===== config.mk =====
export PLATFORM = sky130hd
export DESIGN_NAME = hop_freq_ctrl
export DESIGN_NICKNAME = d
export VERILOG_FILES = /design/src/rtl/hop_pkg.sv /design/src/rtl/hop_draw.sv /design/src/rtl/hop_timer.sv /design/src/rtl/hop_optable.sv /design/src/rtl/hop_freq_ctrl.sv
export SDC_FILE = /design/constraint.sdc
export NUM_CORES = 1
export LEC_CHECK = 0
export CAP_MARGIN = 10
export CORE_ASPECT_RATIO = 1.5
export CORE_MARGIN = 2
export CORE_UTILIZATION = 45
export DETAILED_ROUTE_END_ITERATION = 7
export PLACE_DENSITY = 0.73
export SLEW_MARGIN = 25
export SYNTH_ARGS = -nofsm -noshare
export SYNTH_HDL_FRONTEND = slang
export SYNTH_HIERARCHICAL = 1
export SYNTH_SLANG_ARGS = --single-unit
export TNS_END_PERCENT = 30

===== constraint.sdc =====
create_clock -name clk -period 6 [get_ports clk]
set_input_delay 1.2 -clock clk [delete_from_list [all_inputs] [get_ports clk]]
set_output_delay 1.2 -clock clk [all_outputs]
set_load 0.005 [all_outputs]

===== src/rtl/hop_pkg.sv =====
// Package for the hopping controller: sequencer states and the mask helper.
// Assumes mask widths of at most 32 bits.
package hop_pkg;

    typedef enum logic [2:0] {
        HOP_IDLE  = 3'd0,
        HOP_CODE  = 3'd1,
        HOP_LOG   = 3'd2,
        HOP_DPICK = 3'd3,
        HOP_WAIT  = 3'd4
    } hop_state_t;

    // Returns the smallest value of the form 2^k-1 that is >= span.
    function automatic logic [31:0] cover_mask(input logic [31:0] span);
        logic [31:0] m;
        m = span;
        for (int s = 1; s < 32; s = s * 2) begin
            m = m | (m >> s);
        end
        return m;
    endfunction

endpackage


===== src/rtl/hop_draw.sv =====
// Turns one entropy word into two candidates: an operating-point code and a
// dwell length. Each candidate comes with its own accept flag. Purely
// combinational. Assumes dmin <= dmax and RND_W >= CODE_W.
module hop_draw #(
    parameter int N_POINTS = 760,
    parameter int CODE_W   = 10,
    parameter int RND_W    = 16,
    parameter int DWELL_W  = 16
) (
    input  logic [RND_W-1:0]   rnd,
    input  logic [DWELL_W-1:0] dmin,
    input  logic [DWELL_W-1:0] dmax,
    output logic [CODE_W-1:0]  code_cand,
    output logic               code_ok,
    output logic [DWELL_W-1:0] dwell_val,
    output logic               dwell_ok
);
    import hop_pkg::*;

    logic [DWELL_W-1:0] span;
    logic [DWELL_W-1:0] mask;
    logic [DWELL_W-1:0] cand;

    // Code candidate: the low bits, kept only if they name a table entry.
    always_comb begin
        code_cand = rnd[CODE_W-1:0];
        code_ok   = int'(code_cand) < N_POINTS;
    end

    // Dwell candidate: masked to cover the window span, then range-tested.
    always_comb begin
        span      = dmax - dmin;
        mask      = DWELL_W'(cover_mask(32'(span)));
        cand      = DWELL_W'(rnd) & mask;
        dwell_ok  = cand <= span;
        dwell_val = dmin + cand;
    end

endmodule


===== src/rtl/hop_timer.sv =====
// Down-counter for the dwell. It loads a length, counts down one per cycle
// while run is high, and flags when it reaches zero.
module hop_timer #(
    parameter int DWELL_W = 16
) (
    input  logic               clk,
    input  logic               rst_n,
    input  logic               load,
    input  logic [DWELL_W-1:0] load_val,
    input  logic               run,
    output logic               zero
);
    logic [DWELL_W-1:0] cnt;

    // Counter: a load wins over a decrement; it stops at zero.
    always_ff @(posedge clk) begin
        if (!rst_n) begin
            cnt <= '0;
        end else if (load) begin
            cnt <= load_val;
        end else if (run && cnt != '0) begin
            cnt <= cnt - DWELL_W'(1);
        end
    end

    assign zero = (cnt == '0);

endmodule


===== src/rtl/hop_optable.sv =====
// Maps an operating-point code to its nominal frequency in kHz. The points
// are evenly spaced, so the table is computed rather than stored.
module hop_optable #(
    parameter int CODE_W     = 10,
    parameter int KHZ_W      = 17,
    parameter int F_MIN_KHZ  = 5000,
    parameter int F_STEP_KHZ = 125
) (
    input  logic [CODE_W-1:0] code,
    output logic [KHZ_W-1:0]  khz
);
    // Linear mapping from code to frequency.
    always_comb begin
        khz = KHZ_W'(F_MIN_KHZ) + KHZ_W'(code) * KHZ_W'(F_STEP_KHZ);
    end

endmodule


===== src/rtl/hop_freq_ctrl.sv =====
// Random frequency hopping controller. Once start_i arms it, it repeats the
// cycle draw code -> publish record -> draw dwell -> wait, and keeps a
// free-running sample index. Assumes the dwell bounds are stable while a
// dwell is drawn and that dwell_min_i <= dwell_max_i.
module hop_freq_ctrl #(
    parameter int N_POINTS   = 760,
    parameter int F_MIN_KHZ  = 5000,
    parameter int F_STEP_KHZ = 125,
    parameter int RND_W      = 16,
    parameter int DWELL_W    = 16,
    parameter int IDX_W      = 32,
    localparam int CODE_W    = $clog2(N_POINTS),
    localparam int KHZ_W     = $clog2(F_MIN_KHZ + F_STEP_KHZ * (N_POINTS - 1) + 1)
) (
    input  logic               clk,
    input  logic               rst_n,
    input  logic               start_i,
    input  logic               rnd_valid_i,
    input  logic [RND_W-1:0]   rnd_i,
    input  logic [DWELL_W-1:0] dwell_min_i,
    input  logic [DWELL_W-1:0] dwell_max_i,
    output logic [CODE_W-1:0]  freq_code_o,
    output logic [KHZ_W-1:0]   freq_khz_o,
    output logic [IDX_W-1:0]   sample_idx_o,
    output logic               log_valid_o,
    input  logic               log_ready_i,
    output logic [IDX_W-1:0]   log_index_o,
    output logic [CODE_W-1:0]  log_code_o
);
    import hop_pkg::*;

    hop_state_t          state;
    logic [CODE_W-1:0]   code_q;
    logic [IDX_W-1:0]    idx_q;
    logic [IDX_W-1:0]    rec_idx_q;
    logic                armed;
    logic [CODE_W-1:0]   code_cand;
    logic                code_ok;
    logic [DWELL_W-1:0]  tmr_val;
    logic                dwell_ok;
    logic                tmr_load;
    logic                tmr_zero;

    hop_draw #(
        .N_POINTS (N_POINTS),
        .CODE_W   (CODE_W),
        .RND_W    (RND_W),
        .DWELL_W  (DWELL_W)
    ) u_draw (
        .rnd       (rnd_i),
        .dmin      (dwell_min_i),
        .dmax      (dwell_max_i),
        .code_cand (code_cand),
        .code_ok   (code_ok),
        .dwell_val (tmr_val),
        .dwell_ok  (dwell_ok)
    );

    hop_timer #(
        .DWELL_W (DWELL_W)
    ) u_timer (
        .clk      (clk),
        .rst_n    (rst_n),
        .load     (tmr_load),
        .load_val (tmr_val),
        .run      (state == HOP_WAIT),
        .zero     (tmr_zero)
    );

    hop_optable #(
        .CODE_W     (CODE_W),
        .KHZ_W      (KHZ_W),
        .F_MIN_KHZ  (F_MIN_KHZ),
        .F_STEP_KHZ (F_STEP_KHZ)
    ) u_optable (
        .code (code_q),
        .khz  (freq_khz_o)
    );

    assign armed    = (state != HOP_IDLE);
    assign tmr_load = (state == HOP_DPICK) && rnd_valid_i && dwell_ok;

    // Sample index: held at zero while idle, one step per cycle once armed.
    always_ff @(posedge clk) begin
        if (!rst_n || !armed) begin
            idx_q <= '0;
        end else begin
            idx_q <= idx_q + IDX_W'(1);
        end
    end

    // Hop sequencer: draws the code, holds the record, draws the dwell, waits.
    always_ff @(posedge clk) begin
        if (!rst_n) begin
            state     <= HOP_IDLE;
            code_q    <= '0;
            rec_idx_q <= '0;
        end else begin
            case (state)
                HOP_IDLE: begin
                    if (start_i) state <= HOP_CODE;
                end
                HOP_CODE: begin
                    if (rnd_valid_i && code_ok) begin
                        code_q    <= code_cand;
                        rec_idx_q <= idx_q + IDX_W'(1);
                        state     <= HOP_LOG;
                    end
                end
                HOP_LOG: begin
                    if (log_ready_i) state <= HOP_DPICK;
                end
                HOP_DPICK: begin
                    if (tmr_load) state <= HOP_WAIT;
                end
                HOP_WAIT: begin
                    if (tmr_zero) state <= HOP_CODE;
                end
                default: state <= HOP_IDLE;
            endcase
        end
    end

    assign freq_code_o  = code_q;
    assign sample_idx_o = idx_q;
    assign log_valid_o  = (state == HOP_LOG);
    assign log_index_o  = rec_idx_q;
    assign log_code_o   = code_q;

endmodule


==> impl_metrics.toml <==
[worst_setup_path]
critical-path-slowest-cell = "fa_1"
crit_path_max_incr_delay_ns = 0.53
cp_max_fo = 5
critical_path_arrival_ns = 4.70
path_class = "flip-flop to output pin"
cp-end-kind = "output pin"
crit_path_start_kind = "flip-flop"
worst-endpoint-required_ns = 4.80
worstPathCellList = "fa_1, inv_1, fa_1, inv_1, fa_1, inv_1, fa_1, inv_1, ha_4, a21oi_2, nand2_1, o21a_1, o21ai_2, xnor2_1, clkdlybuf4s50_1"

[global_route]
track_usage_pct = 24.9
global_route.overflow_total = 0
largest_net_degree_at_the_start_of_global_routing = 64
grt_first_pass_wirelength_um = 40800
first_global_vias = 8556
grt_antenna_before_repair = 1

[sta]
timing_worst_slew_pin_value_ns = 0.779
clock.fmax_mhz = 170
unrepaired_setup_endpoints_after_global_routing = "true"
finalCritPeriodShare_pct = 98.3
finalMaxSlewViolations = 0
fin_worst_hold_slack_ns = 0.464
hold_violations = 0
period_needed_ns = 5.90
setup_viol = 0
timing.slew.headroom_pct = 47.9
worst_clock_skew_ns = 0.0133

[final_layout]
multi_input_area_um2 = 6270
finalNonFillerCells = 1555
design_area_um2 = 11700
area_growth_syn_to_layout_pct = 36.6
commonest_non_fill_non_tap_cells_in_the_layout = "149 x clkdlybuf4s50_1, 134 x buf_4, 104 x inv_1"
final-seq-area_um2 = 1870
antenna-diode-count = 0
final_net_count = 1475
fillers = 1666
most_frequent_standard_cell_in_the_layout_excluding_fill_and_tap_cells = "clkdlybuf4s50_1"
layout-drive-gt1-share_pct = 18.0

[cts]
clock_tree_from_tritoncts = "yes"
numCtsBuffers = 9
clockRootBuffer = "clkbuf_16"
clockBufferDepth = 2
clkTransAtPathRegs_ns = 0.07
cts.sink_count = 93
worstSkewPairLatency_ns = 0.35
cts_max_level = 3

[die]
row_count = 61
core-area_um2 = 18600
initial_core_util_pct = 46.1
boundaryPins = 155
die_area_um2 = 20200
die-height_um = 173
die_x_um = 117

[synth]
yosysSeqAreaShare_pct = 21.7
postSynthRegisterBits = 93
ys_async_sr_fraction_pct = 0
synthTopCellsByArea = "dfxtp_1 22%, ha_1 14%, fa_1 7.2%"
post_synth_top_area_share_pct = 21.7
synth_enable_flop_cells = 0
synthesis.area_um2 = 8590
ys_types = 79
syn_nets = 1236
ys.flop_type = "dfxtp_1"
yosysWarningCount = 6
synth_largest_area_cell = "dfxtp_1"
synthesis.instances = 1059
synth.avg_cell_area_um2 = 8.11

[power_and_ir_drop]
max-vdd-ir-drop_mv = 0.198
cellPowerDensity_nw_per_um2 = 316
leakage_nw = 5.02

[job]
timing.max_cap.violations = 0

[route]
avgViaCountPerCell = 5.54
drtAntennaViolNets = 0
wl_per_cell_um = 16.2
detail_route.iter0.violations = 347
postRouteWirelength_um = 25200
drt_first_pass_iters = 7
route.vias.total = 8613
drt_drc_violations_left = 0

[hold_path]
worst_hold_path_type = "flip-flop to flip-flop"

[placement]
place.detailed.hpwl_um = 20300
placed_area_um2 = 11100
place_inst = 1536
port-buffer-count = 154
gp_routability_congestion = 0.937

[status]
run_status = "finished clean"
## area by class of cell
class | instances | area share (%)
Multi-Input combinational cell | 800 | 53.5
Timing Repair Buffer | 289 | 22.0
Sequential cell | 93 | 15.9
Inverter | 105 | 3.36
Tap cell | 252 | 2.69
Clock buffer | 9 | 1.92
Clock inverter | 7 | 0.651
## flip-flops by register name, indices dropped and copies added (netlist names)
register,flops
log_index_o,32
u_timer/cnt,16
freq_code_o,10
state,3
sample_idx_o,32
## critical path, delay by kind of cell (launching register included)
family,cells,cell delay (ns)
adders and majority gates,5,2.38
xor gates and xnor gates,1,0.13
AOI/OAI and AO/OA,3,0.61
buffers and inverters,5,0.75
DFF,1,0.35
and+or+nand+nor,1,0.12
## cells in the mapped netlist, types with 22 or more instances
| cell type | instances |
|---|---|
| a21oi_1 | 88 |
| buf_4 | 22 |
| clkbuf_1 | 32 |
| dfxtp_1 | 93 |
| fa_1 | 31 |
| ha_1 | 93 |
| inv_1 | 105 |
| nand2_1 | 63 |
| nand3_1 | 36 |
| nor2_1 | 66 |
| o21ai_0 | 70 |
| xnor2_1 | 39 |
## report_power, final
| part | internal, W | switching [W] |
|---|---|---|
| Clock | 0.000297 | 0.000280 |
| Combinational | 0.00112 | 0.00115 |
| Sequential | 0.000726 | 0.000127 |
## metrics by stage
step                 TNS (ns)  power [W]  setup slack [ns]  utilization (%)
floorplan                   0    0.00226             0.233                -
global placement        -3.51    0.00293            -0.305             59.7
detailed placement      -7.05    0.00298            -0.459             59.7
CTS                 -0.000170    0.00362         -0.000170             61.6
global route           -0.268    0.00400           -0.0925             63.0
finish                      0    0.00371             0.103             63.0
## final timing paths
| kind | from | depth (start not counted) | slack (ns) | to |
|---|---|---|---|---|
| setup / recovery | freq_code_o[4]$_SDFFE_PN0P_ | 15 | 0.10 | freq_khz_o[15] |
| hold / removal | log_index_o[1]$_SDFFE_PN0P_ | 2 | 0.46 | log_index_o[1]$_SDFFE_PN0P_ |
| setup reg to reg | state[2]$_SDFFE_PN0P_ | 6 | 3.60 | u_timer/cnt[14]$_SDFFE_PN0P_ |
| hold reg to reg | log_index_o[1]$_SDFFE_PN0P_ | 2 | 0.46 | log_index_o[1]$_SDFFE_PN0P_ |
## layer usage
metal  vias to the layer above  part of all wire [%]  global-route usage (%)
li1                       4266                     -                       -
met5                         -                 0.052                       0
met3                        46                   3.6                    2.80
met2                       219                    55                    48.6
met1                      4080                    39                    27.3
met4                         2                   2.4                    7.06
## cell families (layout without fill, tap and decap cells)
| kind of cell | count (synthesis) | after routing | share of synthesized area [%] |
|---|---|---|---|
| compound gates | 291 | 291 | 21.7 |
| xor+xnor | 53 | 53 | 5.40 |
| fa+ha+maj | 125 | 125 | 20.9 |
| buf+inv | 166 | 410 | 8.68 |
| flops | 93 | 93 | 21.7 |
| mux | 8 | 8 | 0.961 |
| simple gates | 323 | 323 | 20.7 |
## what timing repair did
action / in CTS / in global routing
setup endpoints to repair: 19 / 25
gates resized for setup: 15 / 72
gates cloned: 0 / 0
pin swaps: 2 / 18
setup buffers: 0 / 3
hold buffers: 0 / 0
(Power assumes the default switching activity.)
